--- src/rtl/ipi_router_pkg.sv ---
package ipi_router_pkg;
  // strobes from control to datapath
  typedef struct packed {
    logic accept;   // command routed to a core
    logic discard;  // command dropped, destination out of range
  } routeCtrl_t;
endpackage

--- src/rtl/ipi_route_ctrl.sv ---
module ipi_route_ctrl
  import ipi_router_pkg::*;
#(
  parameter int NUM_CORES = 4,
  parameter int DEST_W    = 10
) (
  input  logic              clk,
  input  logic              rstN,
  input  logic              cmdValid,
  input  logic [DEST_W-1:0] destId,
  output routeCtrl_t        strobes,
  output logic              dropPulse
);
  localparam logic [DEST_W:0] CORE_LIMIT = (DEST_W+1)'(NUM_CORES);

  logic destInRange;

  always_comb begin
    destInRange     = ({1'b0, destId} < CORE_LIMIT);
    strobes.accept  = cmdValid && destInRange;
    strobes.discard = cmdValid && !destInRange;
  end

  always_ff @(posedge clk or negedge rstN) begin
    if (!rstN) dropPulse <= 1'b0;
    else       dropPulse <= strobes.discard;
  end
endmodule

--- src/rtl/ipi_route_datapath.sv ---
module ipi_route_datapath
  import ipi_router_pkg::*;
#(
  parameter int NUM_CORES = 4,
  parameter int DEST_W    = 10,
  parameter int SET_W     = 32,
  localparam int VEC_W    = $clog2(SET_W)
) (
  input  logic                       clk,
  input  logic                       rstN,
  input  routeCtrl_t                 strobes,
  input  logic [DEST_W-1:0]          destId,
  input  logic [VEC_W-1:0]           vecId,
  output logic [NUM_CORES-1:0]       setStrobe,
  output logic [NUM_CORES*SET_W-1:0] setData
);
  logic [SET_W-1:0] vecOneHot;

  always_comb vecOneHot = SET_W'(1) << vecId;

  for (genvar c = 0; c < NUM_CORES; c++) begin : g_core
    logic hit;
    always_comb hit = strobes.accept && (destId == DEST_W'(c));

    always_ff @(posedge clk or negedge rstN) begin
      if (!rstN) begin
        setStrobe[c]                <= 1'b0;
        setData[c*SET_W +: SET_W]   <= '0;
      end else begin
        setStrobe[c]                <= hit;
        setData[c*SET_W +: SET_W]   <= hit ? vecOneHot : '0;
      end
    end
  end
endmodule

--- src/rtl/ipi_send_router.sv ---
module ipi_send_router
  import ipi_router_pkg::*;
#(
  parameter int NUM_CORES = 4,
  parameter int CMD_W     = 32,
  parameter int DEST_LSB  = 16,
  parameter int DEST_W    = 10,
  parameter int VEC_LSB   = 0,
  parameter int SET_W     = 32
) (
  input  logic                       clk,
  input  logic                       rstN,
  input  logic                       cmdValid,
  input  logic [CMD_W-1:0]           cmdData,
  output logic [NUM_CORES-1:0]       setStrobe,
  output logic [NUM_CORES*SET_W-1:0] setData,
  output logic                       dropPulse
);
  localparam int VEC_W = $clog2(SET_W);
  localparam logic [CMD_W-1:0] FIELD_MASK =
      ((CMD_W'(1) << DEST_W) - CMD_W'(1)) << DEST_LSB |
      ((CMD_W'(1) << VEC_W)  - CMD_W'(1)) << VEC_LSB;

  logic [DEST_W-1:0] destId;
  logic [VEC_W-1:0]  vecId;
  logic              unusedCmdBits;
  routeCtrl_t        strobes;

  always_comb begin
    destId        = cmdData[DEST_LSB +: DEST_W];
    vecId         = cmdData[VEC_LSB +: VEC_W];
    unusedCmdBits = ^(cmdData & ~FIELD_MASK);
  end

  ipi_route_ctrl #(.NUM_CORES(NUM_CORES), .DEST_W(DEST_W)) uCtrl (
    .clk(clk), .rstN(rstN), .cmdValid(cmdValid), .destId(destId),
    .strobes(strobes), .dropPulse(dropPulse)
  );

  ipi_route_datapath #(.NUM_CORES(NUM_CORES), .DEST_W(DEST_W), .SET_W(SET_W)) uDp (
    .clk(clk), .rstN(rstN), .strobes(strobes), .destId(destId), .vecId(vecId),
    .setStrobe(setStrobe), .setData(setData)
  );
endmodule

--- config.mk ---
export PLATFORM = sky130hd
export DESIGN_NAME = ipi_send_router
export DESIGN_NICKNAME = d
export VERILOG_FILES = /design/src/rtl/ipi_router_pkg.sv /design/src/rtl/ipi_route_ctrl.sv /design/src/rtl/ipi_route_datapath.sv /design/src/rtl/ipi_send_router.sv
export SDC_FILE = /design/constraint.sdc
export NUM_CORES = 1
export LEC_CHECK = 0
export BUFFER_PORTS_ARGS = -buffer_cell sky130_fd_sc_hd__buf_4
export CAP_MARGIN = 20
export CORE_MARGIN = 10
export CORE_UTILIZATION = 35
export CTS_BUF_LIST = sky130_fd_sc_hd__clkbuf_8
export DETAILED_ROUTE_END_ITERATION = 10
export GPL_ROUTABILITY_DRIVEN = 0
export PLACE_DENSITY = 0.62
export SKIP_CTS_REPAIR_TIMING = 1
export SLEW_MARGIN = 20
export SYNTH_ARGS = -nofsm -noshare
export SYNTH_HDL_FRONTEND = slang
export SYNTH_SLANG_ARGS = --single-unit
export TNS_END_PERCENT = 50
--- constraint.sdc ---
create_clock -name clk -period 0.8 [get_ports clk]
set_input_delay 0.04 -clock clk [delete_from_list [all_inputs] [get_ports clk]]
set_output_delay 0.04 -clock clk [all_outputs]
set_load 0.1 [all_outputs]
# Word level (Yosys, flattened, before mapping)
# Cells that the tools add are included.
# totals
regBits,133
in_bits,35
wordCells,26
output_inout_bits,133
# classes
reduce_logical,8
mux,4
n_shift,1
order_cmp,1
n_eq_ne,3
# op_table
operator,n
32-bit 2-to-1 mux,4
"1-bit by 5-bit left shift with 32-bit output, first input constant",1
"10-bit by 2-bit == test with 1-bit output, second input constant",2
"10-bit by 1-bit == test with 1-bit output, second input constant",1
10-bit logical NOT,1
"10-bit by 3-bit less-than comparator with 1-bit output, second input constant",1
1-bit logical AND,6
1-bit logical NOT,1

# Logic depth before layout (Yosys ltp)
# logic_depth
word_depth,4
ltp_mapped,5
ltp_nobuf,2

# By module
# A second synthesis with hierarchy kept.
# unflattened
hier_cells,338
area_unflattened_um2,4206.5
# by_module_without_submodules
mod,n_inst,area_each_um2,seq_area_each_um2,cells_each
ipi_route_datapath,1,4142.7,3303.2,333
ipi_route_ctrl,1,63.8,25.0,5

# Worst setup path before layout
# No wires, ideal clock.
# synth_path
path_kind,input to register
from,input port cmdData[23]
to,register uDp.setData[34]
slack_ns,-0.501
t_required_ns,0.704
path_buffers,3
t_arrival_ns,1.205
cell_stages,5
setup_ns,0.096
cell_sequence,or4_4 > buf_6 > buf_6 > buf_6 > nor4_2
# synth_via
elab_chain_len,4
elab_cells_between_ends,5
classes_between,1 x order compare; 1 x eq/ne; 1 x mux; 2 x reduce/logical
# synth_rtl
item,line,rtl
start: declaration,ipi_send_router.sv:14,"input logic [CMD_W-1:0] cmdData,"
10-bit by 3-bit less-than comparator with 1-bit output,ipi_route_ctrl.sv:19,"destInRange = ({1'b0, destId} < CORE_LIMIT);"
1-bit logical AND,ipi_route_ctrl.sv:20,strobes.accept = cmdValid && destInRange;
1-bit logical AND (*),ipi_route_datapath.sv:23,always_comb hit = strobes.accept && (destId == DEST_W'(c));
32-bit 2-to-1 mux (*),ipi_route_datapath.sv:31,setData[c*SET_W +: SET_W] <= hit ? vecOneHot : '0;
end signal: indexed assignment,ipi_route_datapath.sv:31,
end: declaration,ipi_route_datapath.sv:15,output logic [NUM_CORES*SET_W-1:0] setData
# Every way passes the cells marked *; elsewhere a longest branch is shown, timed or not.

# Worst setup path after layout
# layout_path
from,register uDp.setData[10]
to,output port setData[10]
# layout_lines
item,line,rtl
end: declaration,ipi_send_router.sv:16,"output logic [NUM_CORES*SET_W-1:0] setData,"
# No word-level cell between the ends.

==> metrics.yaml <==
layout:
  fillerInstances: 1091
  finalNetCount: 590
  regArea_um2: 3328
  final_area_um2: 8808
  areaGrowthSynthToFinish_pct: 68.22
  multiInputGateArea_um2: 1891
  drive_above_1_share: 0.5739
  num_antenna_cells: 0
cts:
  clkTransAtPathRegs_ps: 80
  cts_tree: "built"
  cts_buffer_depth: 2
  cts.sinks: 133
  cts_htree_levels: 4
  cts_made_buffers: 17
  clock-root-buffer: "clkbuf_8"
floorplanning:
  ios: 168
  num_rows: 44
  core-area_um2: 14590
  dieArea_um2: 20250
  die_h_um: 142.3
  chipWidth_um: 142.3
  initial_core_util: 0.3589
critical_path:
  critical-path-top-delay-family: "flip-flops"
  path_class: "reg2out"
  startpoint_type: "flip-flop"
  critPathBufInv: 1
  crit_arrival_ps: 1070
  crit_required_ps: 760
  slowest_stage: "dfrtp_1"
  worstPathCellList: "buf_12"
  end_kind: "output pin"
  cp_max_fo: 1
  cpPeakStageDelay_ps: 430
detailed_routing:
  drc: 0
  post_drt_wl_per_cell_um: 21.70
  ant_nets: 0
  avgViaCountPerCell: 5.501
  drtIter0Drc: 237
  vias: 4137
  drtPass1Iterations: 4
  routed_wl_um: 16320
grt:
  overflow: 0
  grt_pass1_wl_um: 24230
  grt_pass1_vias: 4216
  grt_max_degree: 69
  antenna_found_initial: 0
  grt.total_usage: 0.1531
power:
  power.switching_w: 0.003339
  p_sw_frac: 0.2472
  intPower_w: 0.01017
  pwr-share-seq: 0.498
  peakVddDrop_mv: 0.7413
  leakage_nw: 3.609
  clkPwrFrac: 0.429
  power_density_nw_per_um2: 1534
  comb_power_share: 0.073
logic_synthesis:
  netlist-cell-type-count: 20
  ys_seq_area_frac: 0.6356
  synth_area_um2: 5236
  synth.ff_latch_count: 133
  syn_inst: 391
  syn_nets: 426
  yosys_warnings: 0
  syn_area_per_cell_um2: 13.39
timing:
  tightest_slew_ps: 428.8
  finalWorstSetupSlack_ps: -308.9
  rsz0062_at_grt: "true"
  post-route-period-util: 1.386
  max_freq_mhz: 901.8
  hold_violations: 3
  fin_crit_ps: 1109
  fin_hold_ws_ps: -58.07
  report.final.slew_viol_count: 0
  setup_violations: 266
  relSlewSlack: 0.7126
  fin_tns_setup_ps: -51970
placement:
  portBuffers: 150
  dpl-instance-area_um2: 6790
  place_hpwl_um: 10770
hold_path:
  hp-class: "in2reg"
run_status:
  violations: "negative hold slack, negative setup slack"
  status: "finished with violations"
flow_run:
  max-cap-violations: 0
-- cells in the mapped netlist --
cell | instances | area share
dfrtp_1 | 133 | 0.64
nor4_1 | 111 | 0.13
clkbuf_1 | 32 | 0.023
buf_6 | 18 | 0.039
nor4_2 | 17 | 0.041
or4bb_1 | 15 | 0.032
nand4b_1 | 14 | 0.023
buf_2 | 13 | 0.012
or4b_2 | 10 | 0.019
nand4bb_1 | 7 | 0.015
nand4_1 | 4 | 0.0048
nor3_1 | 4 | 0.0038
or4_1 | 3 | 0.0043
buf_1 | 2 | 0.0014
nand3b_1 | 2 | 0.0029
or4b_1 | 2 | 0.0038
nand3_1 | 1 | 0.00095
o21a_1 | 1 | 0.0014
or3b_2 | 1 | 0.0017
or4_4 | 1 | 0.0022
-- logic make-up after synthesis --
logic type,after synthesis,share of synthesized area
compound gates,1,0.001434
simple gates,192,0.2875
flops,133,0.6356
buf+inv,65,0.07551
-- sequential cells by signal (all words and copies together), names as in the netlist --
signal / count
uDp.setStrobe: 4
uCtrl.dropPulse: 1
uDp.setData: 128
-- final cells by class --
type	count	share of cell area
multi-input combinational	193	0.2146
clock inverter	15	0.02031
sequential	133	0.3778
tap	184	0.02614
clock buffer	17	0.02656
timing repair buffer	210	0.3345
-- placed cells by master, fill, tap and decap left out, types with 3 or more instances in the layout --
master,instances
nand4_1,4
nand4b_1,14
clkinvlp_4,4
buf_6,3
buf_8,84
or4b_4,8
clkbuf_8,17
nor4_2,72
clkinv_2,3
buf_12,58
or4bb_1,15
bufinv_16,3
nor4_1,56
nand4bb_1,7
inv_6,3
dfrtp_1,133
buf_4,64
nor3_1,4
-- per-layer routing --
| metal | track usage | share of wire | up-vias |
|---|---|---|---|
| li1 | - | - | 1840 |
| met1 | 0.1842 | 0.39 | 2125 |
| met2 | 0.2429 | 0.52 | 154 |
| met3 | 0.06175 | 0.074 | 18 |
| met4 | 0.05485 | 0.012 | 0 |
| met5 | 0 | 0 | - |
-- path summary, 6_finish.rpt --
kind	startpoint	end	slack, ps	cells after the start
max in group asynchronous	rstN	uDp.setData[47]	310	3
min in group asynchronous	rstN	uDp.setData[15]	20	2
min	cmdData[4]	uDp.setData[6]	-60	3
max	uDp.setData[10]	setData[10]	-310	1
-- power groups by stage --
stage | Sequential [W] | Clock [W] | Combinational [W]
2_1_floorplan | 0.00688 | 0 | 0.000470
3_3_place_gp | 0.00685 | 0 | 0.000892
3_5_place_dp | 0.00685 | 0 | 0.000919
4_1_cts | 0.00672 | 0.00589 | 0.000921
5_1_grt | 0.00672 | 0.00626 | 0.00107
6_report | 0.00672 | 0.00580 | 0.000988
-- metrics by stage --
step	utilization	total power [W]	instances	hold slack [ps]	setup WS, ps
floorplan	-	0.007348	391	-255.6	-496.1
global placement	0.4654	0.007745	719	-65.29	-687.9
detailed placement	0.4654	0.007773	719	-65.65	-689.4
CTS	0.4937	0.01353	751	-559.7	-395.6
global route	0.6038	0.01405	752	-39.31	-352.9
finish	0.6038	0.01351	752	-58.07	-308.9
No activity file was read; power rests on OpenSTA's default activity.
